## src/rtl/dma_ctrl_pkg.sv

```systemverilog
package dma_ctrl_pkg;

  typedef enum logic [2:0] {
    SEL_MODE      = 3'd0,
    SEL_CNT       = 3'd1,
    SEL_CNT_RLD   = 3'd2,
    SEL_MADDR     = 3'd3,
    SEL_PADDR     = 3'd4,
    SEL_MADDR_RLD = 3'd5,
    SEL_SWREQ     = 3'd6
  } cfg_sel_e;

  localparam int MODE_EN   = 0;
  localparam int MODE_WORD = 1;
  localparam int MODE_DIR  = 2;
  localparam int MODE_KEEP = 3;
  localparam int MODE_HWEN = 4;
  localparam int MODE_SRC  = 8;

  typedef enum logic [1:0] {
    ST_IDLE  = 2'd0,
    ST_READ  = 2'd1,
    ST_WRITE = 2'd2
  } eng_st_e;

endpackage

```

## src/rtl/dma_chan.sv

```systemverilog
module dma_chan
  import dma_ctrl_pkg::*;
#(
  parameter int RW   = 16,
  parameter int NSRC = 8,
  localparam int SELW = $clog2(NSRC)
) (
  input  logic            clk_i,
  input  logic            rst_ni,
  input  logic            cfg_we_i,
  input  logic [2:0]      cfg_sel_i,
  input  logic [RW-1:0]   cfg_wdata_i,
  input  logic [NSRC-1:0] evt_i,
  input  logic            grant_i,
  input  logic            xfer_i,
  output logic            pend_o,
  output logic            word_o,
  output logic            dir_o,
  output logic [RW-1:0]   maddr_o,
  output logic [RW-1:0]   paddr_o,
  output logic            done_o
);

  logic            en_q, word_q, dir_q, keep_q, hwen_q, pend_q, done_q;
  logic [SELW-1:0] src_q;
  logic [RW-1:0]   cnt_q, cnt_rld_q, maddr_q, mrld_q, paddr_q;
  logic            sw_hit, req_now, expire;
  logic [RW-1:0]   step;
  logic            unused_wdata;

  assign unused_wdata = ^cfg_wdata_i;
  assign sw_hit  = cfg_we_i && (cfg_sel_i == SEL_SWREQ) && cfg_wdata_i[0];
  assign req_now = en_q && (sw_hit || (hwen_q && evt_i[src_q]));
  assign expire  = (cnt_q == RW'(1));
  assign step    = word_q ? RW'(2) : RW'(1);

  always_ff @(posedge clk_i or negedge rst_ni) begin
    if (!rst_ni) begin
      en_q      <= 1'b0;
      word_q    <= 1'b0;
      dir_q     <= 1'b0;
      keep_q    <= 1'b0;
      hwen_q    <= 1'b0;
      src_q     <= '0;
      cnt_q     <= '0;
      cnt_rld_q <= '0;
      maddr_q   <= '0;
      mrld_q    <= '0;
      paddr_q   <= '0;
      pend_q    <= 1'b0;
      done_q    <= 1'b0;
    end else begin
      // grant clears the flag; a request in the same cycle sets it again
      pend_q <= en_q && ((pend_q && !grant_i) || req_now);
      done_q <= xfer_i && expire;
      if (xfer_i) begin
        if (expire) begin
          cnt_q   <= cnt_rld_q;
          maddr_q <= mrld_q;
          if (!keep_q) en_q <= 1'b0;
        end else begin
          cnt_q   <= cnt_q - RW'(1);
          maddr_q <= maddr_q + step;
        end
      end
      // configuration writes win over the transfer update
      if (cfg_we_i) begin
        case (cfg_sel_i)
          SEL_MODE: begin
            en_q   <= cfg_wdata_i[MODE_EN];
            word_q <= cfg_wdata_i[MODE_WORD];
            dir_q  <= cfg_wdata_i[MODE_DIR];
            keep_q <= cfg_wdata_i[MODE_KEEP];
            hwen_q <= cfg_wdata_i[MODE_HWEN];
            src_q  <= cfg_wdata_i[MODE_SRC +: SELW];
          end
          SEL_CNT:       cnt_q     <= cfg_wdata_i;
          SEL_CNT_RLD:   cnt_rld_q <= cfg_wdata_i;
          SEL_MADDR:     maddr_q   <= cfg_wdata_i;
          SEL_PADDR:     paddr_q   <= cfg_wdata_i;
          SEL_MADDR_RLD: mrld_q    <= cfg_wdata_i;
          default: ;
        endcase
      end
    end
  end

  assign pend_o  = pend_q;
  assign word_o  = word_q;
  assign dir_o   = dir_q;
  assign maddr_o = maddr_q;
  assign paddr_o = paddr_q;
  assign done_o  = done_q;

  assert_paddr_fixed_R4: assert property (@(posedge clk_i) disable iff (!rst_ni)
    !(cfg_we_i && cfg_sel_i == SEL_PADDR) |=> $stable(paddr_q));

  assert_pend_clear_R7: assert property (@(posedge clk_i) disable iff (!rst_ni)
    (grant_i && !req_now) |=> !pend_q);

  assert_reload_R8: assert property (@(posedge clk_i) disable iff (!rst_ni)
    (xfer_i && expire && !cfg_we_i) |=>
      (cnt_q == $past(cnt_rld_q) && maddr_q == $past(mrld_q) && done_q));

  assert_self_disable_R9: assert property (@(posedge clk_i) disable iff (!rst_ni)
    (xfer_i && expire && !keep_q && !cfg_we_i) |=> !en_q);

endmodule

```

## src/rtl/dma_prio_arb.sv

```systemverilog
module dma_prio_arb #(
  parameter int NCH = 4,
  localparam int CHW = $clog2(NCH)
) (
  input  logic [NCH-1:0] req_i,
  output logic           any_o,
  output logic [CHW-1:0] idx_o
);

  always_comb begin
    idx_o = '0;
    for (int i = NCH - 1; i >= 0; i--) begin
      if (req_i[i]) idx_o = CHW'(i);
    end
  end

  assign any_o = |req_i;

endmodule

```

## src/rtl/dma_bus_engine.sv

```systemverilog
module dma_bus_engine
  import dma_ctrl_pkg::*;
#(
  parameter int NCH = 4,
  localparam int CHW = $clog2(NCH)
) (
  input  logic           clk_i,
  input  logic           rst_ni,
  input  logic           bus_gnt_i,
  input  logic           any_pend_i,
  input  logic [CHW-1:0] win_idx_i,
  output logic           bus_req_o,
  output logic           rd_o,
  output logic           wr_o,
  output logic [CHW-1:0] sel_ch_o,
  output logic [NCH-1:0] grant_o,
  output logic [NCH-1:0] xfer_o
);

  eng_st_e        st_q;
  logic [CHW-1:0] sel_q;
  logic           take;

  assign take = (st_q == ST_IDLE) && any_pend_i && bus_gnt_i;

  always_ff @(posedge clk_i or negedge rst_ni) begin
    if (!rst_ni) begin
      st_q  <= ST_IDLE;
      sel_q <= '0;
    end else begin
      case (st_q)
        ST_IDLE: if (take) begin
          st_q  <= ST_READ;
          sel_q <= win_idx_i;
        end
        ST_READ:  st_q <= ST_WRITE;
        ST_WRITE: st_q <= ST_IDLE;
        default:  st_q <= ST_IDLE;
      endcase
    end
  end

  always_comb begin
    grant_o = '0;
    xfer_o  = '0;
    if (take) grant_o[win_idx_i] = 1'b1;
    if (st_q == ST_WRITE) xfer_o[sel_q] = 1'b1;
  end

  assign bus_req_o = (st_q != ST_IDLE) || any_pend_i;
  assign rd_o      = (st_q == ST_READ);
  assign wr_o      = (st_q == ST_WRITE);
  assign sel_ch_o  = sel_q;

  assert_steal_after_gnt_R2: assert property (@(posedge clk_i) disable iff (!rst_ni)
    rd_o |-> $past(bus_gnt_i));

  assert_read_then_write_R2: assert property (@(posedge clk_i) disable iff (!rst_ni)
    rd_o |=> wr_o);

  assert_single_unit_R2: assert property (@(posedge clk_i) disable iff (!rst_ni)
    wr_o |=> (!rd_o && !wr_o));

endmodule

```

## src/rtl/cs_dma_ctrl.sv

```systemverilog
module cs_dma_ctrl
  import dma_ctrl_pkg::*;
#(
  parameter int NCH  = 4,
  parameter int RW   = 16,
  parameter int DW   = 16,
  parameter int NSRC = 8,
  localparam int CHW = $clog2(NCH)
) (
  input  logic            clk_i,
  input  logic            rst_ni,
  output logic            bus_req_o,
  input  logic            bus_gnt_i,
  output logic            mem_re_o,
  output logic            mem_we_o,
  output logic            mem_word_o,
  output logic [RW-1:0]   mem_addr_o,
  output logic [DW-1:0]   mem_wdata_o,
  input  logic [DW-1:0]   mem_rdata_i,
  input  logic            cfg_we_i,
  input  logic [CHW-1:0]  cfg_ch_i,
  input  logic [2:0]      cfg_sel_i,
  input  logic [RW-1:0]   cfg_wdata_i,
  input  logic [NSRC-1:0] evt_i,
  output logic [NCH-1:0]  done_o
);

  logic [NCH-1:0] pend_w, grant_w, xfer_w, word_w, dir_w;
  logic [RW-1:0]  maddr_w [NCH];
  logic [RW-1:0]  paddr_w [NCH];
  logic           any_pend, rd, wr;
  logic [CHW-1:0] win_idx, sel_ch;
  logic [RW-1:0]  src_addr, dst_addr;

  for (genvar g = 0; g < NCH; g++) begin : g_chan
    dma_chan #(.RW(RW), .NSRC(NSRC)) i_chan (
      .clk_i      (clk_i),
      .rst_ni     (rst_ni),
      .cfg_we_i   (cfg_we_i && (cfg_ch_i == CHW'(g))),
      .cfg_sel_i  (cfg_sel_i),
      .cfg_wdata_i(cfg_wdata_i),
      .evt_i      (evt_i),
      .grant_i    (grant_w[g]),
      .xfer_i     (xfer_w[g]),
      .pend_o     (pend_w[g]),
      .word_o     (word_w[g]),
      .dir_o      (dir_w[g]),
      .maddr_o    (maddr_w[g]),
      .paddr_o    (paddr_w[g]),
      .done_o     (done_o[g])
    );
  end

  dma_prio_arb #(.NCH(NCH)) i_arb (
    .req_i(pend_w),
    .any_o(any_pend),
    .idx_o(win_idx)
  );

  dma_bus_engine #(.NCH(NCH)) i_engine (
    .clk_i     (clk_i),
    .rst_ni    (rst_ni),
    .bus_gnt_i (bus_gnt_i),
    .any_pend_i(any_pend),
    .win_idx_i (win_idx),
    .bus_req_o (bus_req_o),
    .rd_o      (rd),
    .wr_o      (wr),
    .sel_ch_o  (sel_ch),
    .grant_o   (grant_w),
    .xfer_o    (xfer_w)
  );

  assign src_addr    = dir_w[sel_ch] ? maddr_w[sel_ch] : paddr_w[sel_ch];
  assign dst_addr    = dir_w[sel_ch] ? paddr_w[sel_ch] : maddr_w[sel_ch];
  assign mem_addr_o  = wr ? dst_addr : src_addr;
  assign mem_re_o    = rd;
  assign mem_we_o    = wr;
  assign mem_word_o  = word_w[sel_ch];
  assign mem_wdata_o = mem_rdata_i;

  // no lower-numbered channel may be pending when a grant is issued
  assert_fixed_prio_R5: assert property (@(posedge clk_i) disable iff (!rst_ni)
    (|grant_w) |-> ((pend_w & (grant_w - NCH'(1))) == '0));

  assert_one_grant_R5: assert property (@(posedge clk_i) disable iff (!rst_ni)
    $onehot0(grant_w));

endmodule

```

## config.mk

```make
export PLATFORM = sky130hd
export DESIGN_NAME = cs_dma_ctrl
export DESIGN_NICKNAME = d
export VERILOG_FILES = /design/src/rtl/dma_ctrl_pkg.sv /design/src/rtl/dma_chan.sv /design/src/rtl/dma_prio_arb.sv /design/src/rtl/dma_bus_engine.sv /design/src/rtl/cs_dma_ctrl.sv
export SDC_FILE = /design/constraint.sdc
export NUM_CORES = 1
export LEC_CHECK = 0
export BUFFER_PORTS_ARGS = -buffer_cell sky130_fd_sc_hd__buf_4
export CORE_ASPECT_RATIO = 2
export CORE_UTILIZATION = 40
export CTS_CLUSTER_DIAMETER = 120
export DETAILED_ROUTE_END_ITERATION = 12
export PLACE_DENSITY = 0.58
export SKIP_CTS_REPAIR_TIMING = 1
export SYNTH_ARGS = -nofsm -noshare
export SYNTH_HDL_FRONTEND = slang
export SYNTH_SLANG_ARGS = --single-unit
```

## constraint.sdc

```tcl
create_clock -name clk_i -period 2.27 [get_ports clk_i]
set_input_delay 0.227 -clock clk_i [delete_from_list [all_inputs] [get_ports clk_i]]
set_output_delay 0.227 -clock clk_i [all_outputs]
set_load 0.02 [all_outputs]
```

==> results.toml <==
[timing]
fin_crit_sh = 1.18
finalMaxSlewViolations = 0
period_needed_ns = 2.68
slew_headroom = 0.553
finClkSkew_ns = 0.0198
whs_ns = 0.0564
worst_slack_ns = -0.409
fmax_mhz = 373
setup_viol = 40
rsz0062_at_grt = "yes"
worst_pin_slew_ns = 0.670
hold_viol = 0

[global_routing]
antenna_found_initial = 0
grt_usage = 0.265
grt_max_degree = 64
grt_pass1_vias = 16900
overflow = 0
grt_pass1_wl_um = 102000

[cts]
cts_made_buffers = 37
cts-root-buf = "clkbuf_16"
clk_pin_slew_ns = 0.06
cts.sinks = 364
cts_tree = "yes"
htreeDepth = 2
worstSkewPairLatency_ns = 0.57
cts_buffer_depth = 3

[floorplan]
die_y_um = 318
dieArea_um2 = 50900
rows = 115
start_util = 0.406
core_region_area_um2 = 49200
fp.dieW_um = 160
io_pins = 89

[worst_hold_path]
hold_start = "cfg_wdata_i[0]"
min_path_cells = 3
hold_class = "primary input to flop"
min_to = "g_chan[2].i_chan.maddr_o[0]"

[final_layout]
drive_above_1_share = 0.334
area_delta_synth_final_pct = 20.3
finalInstanceArea_um2 = 24000
fillerInstances = 4576
ff_latch_area_um2 = 9110
utilization = 0.488
nets = 2109
multi_input_area_um2 = 10400
diodes = 0

[worst_setup_path]
r2r_cells = 6
r2r_setup_slack_ns = -0.13
required_ns = 2.04
r2r_end = "g_chan[0].i_chan.cnt_q[5]"
crit_fanout = 5
crit_arrival_ns = 2.45
startpoint_type = "flop"
crit-reg2reg-launch = "g_chan[0].i_chan.cnt_q[8]"
worstSetupPathType = "flop to primary output"
cp-end-kind = "primary output"

[route]
final_antenna_net_count = 0
vias_per_cell = 6.10
drc = 0
vias = 16500
drtIter0Drc = 1014
first_pass_iters = 6
routed_wirelength_um = 68200
avgRoutedWirePerCell_um = 25.2

[outcome]
status = "finished with violations"
violations = "setup timing"

[logic_synthesis]
seq_area_frac_synth = 0.456
synth-edff-count = 0
synth_warnings = 0
synth_async_sr_flop_share = 1.00
synth_cell_types = 80
avgSynthCellArea_um2 = 10.4
syn_inst = 1917
synthesis.nets = 1986
netlist_area_um2 = 20000
ys_ff_latch = 364
synth_ff_type = "dfrtp_1"

[job]
drv_cap = 0

[placement]
place_ws_ns = -0.131
port_buffers = 56
gp_congestion = 0.922
hpwlAfterDp_um = 46300
place_area_um2 = 22000

[power_and_ir_drop]
power_uw = 22700
p_leak_uw = 0.0101
peakVddDrop_v = 0.000611
p_per_area_nw_per_um2 = 947
==> cells in the mapped netlist, types with 20 or more instances <==
master	n	area (um2)
dfrtp_1	364	9110
a21oi_1	83	415
buf_4	20	150
mux2_2	243	2740
and2_1	20	125
o21ai_0	131	656
o31ai_1	25	188
o22ai_1	31	194
inv_1	47	176
nand3_1	60	300
nor4_1	24	150
clkbuf_1	130	488
nor2_1	107	402
mux2i_1	22	220
a31oi_1	25	156
mux4_2	42	946
nand2_1	164	616
and3_1	27	169
nor3_1	46	230
==> sequential cells by signal, indices dropped and copies added (netlist names), 4 cells and up <==
name                     count
g_chan.i_chan.dir_o          4
g_chan.i_chan.hwen_q         4
g_chan.i_chan.keep_q         4
g_chan.i_chan.done_o         4
g_chan.i_chan.src_q         12
g_chan.i_chan.cnt_rld_q     64
g_chan.i_chan.cnt_q         64
g_chan.i_chan.paddr_o       64
g_chan.i_chan.maddr_o       64
g_chan.i_chan.mrld_q        64
g_chan.i_chan.en_q           4
g_chan.i_chan.pend_o         4
g_chan.i_chan.word_o         4
==> critical path: stages, from the launching register on <==
cell     delay, ns
dfrtp_2       0.41
mux4_2        0.57
xor2_4        0.25
buf_6         0.18
mux2_4        0.34
buf_6         0.14
==> layout by cell type, fill, tap and decap left out, drive strengths merged, types with 9 or more instances in the layout <==
cell type and count:
mux4 42, o211ai 14, buf 249, dfrtp 364, nand4 18, clkinv 9, a2bb2oi 10, or3 15
and4 12, mux2 243, inv 48, nor4 26, nand2 165, clkbuf 55, nor3 46, nand3 60
o2bb2ai 9, ha 16, and2 21, nor3b 10, or4 15, mux2i 22, o21ai 137, a21oi 83
o22ai 31, o31ai 26, a211oi 16, nor2b 10, a31oi 25, and3 27, nor2 108
==> stage by stage <==
step	setup TNS, ns	instances
floorplan	-0.327	1917
global placement	-0.516	2622
detailed placement	-1.48	2622
CTS	-8.99	2687
global route	-9.66	2709
finish	-7.43	2709
==> area by class of cell <==
class | instances | area share
clock buffer | 53 | 0.0466
multi-input combinational | 1337 | 0.432
tap | 643 | 0.0335
clock inverter | 12 | 0.00484
sequential | 364 | 0.379
inverter | 48 | 0.00750
timing repair buffer | 252 | 0.0961
==> per-layer routing <==
layer	up-vias	share of wire	wire, um	GRT usage
met1	8394	0.35	24000	0.279
met4	0	0.082	5620	0.186
li1	7298	-	-	-
met3	254	0.041	2780	0.0296
met5	-	0	0	0
met2	587	0.53	35800	0.484
==> cells by family after synthesis <==
| kind of cell | Yosys count | share of synthesized area |
|---|---|---|
| buf+inv | 217 | 0.0474 |
| fa+ha+maj | 20 | 0.0140 |
| flops | 364 | 0.456 |
| mux | 307 | 0.195 |
| simple gates | 579 | 0.150 |
| compound gates | 418 | 0.132 |
| xor+xnor | 12 | 0.00527 |
==> where the power goes <==
| part | leakage (uW) | switching [uW] | internal, uW | total (uW) |
|---|---|---|---|---|
| registers | 0.00451 | 1210 | 7830 | 9040 |
| logic | 0.00500 | 3640 | 3680 | 7320 |
| clock network | 0.000615 | 2730 | 3660 | 6390 |
| total | 0.0101 | 7580 | 15200 | 22700 |
==> how the worst max path moves through the flow <==
stage               cells past startpoint                 startpoint                            to
global placement                       10  g_chan[2].i_chan.cnt_q[1]  g_chan[2].i_chan.maddr_o[10]
finish                                  5       i_engine.sel_ch_o[0]                mem_addr_o[11]
detailed placement                      8  g_chan[0].i_chan.cnt_q[1]    g_chan[0].i_chan.cnt_q[13]
CTS                                     5       i_engine.sel_ch_o[0]                 mem_addr_o[7]
floorplan                               9    g_chan[0].i_chan.word_o   g_chan[0].i_chan.maddr_o[8]
global route                            5       i_engine.sel_ch_o[0]                 mem_addr_o[2]
(Power assumes the default switching activity.)
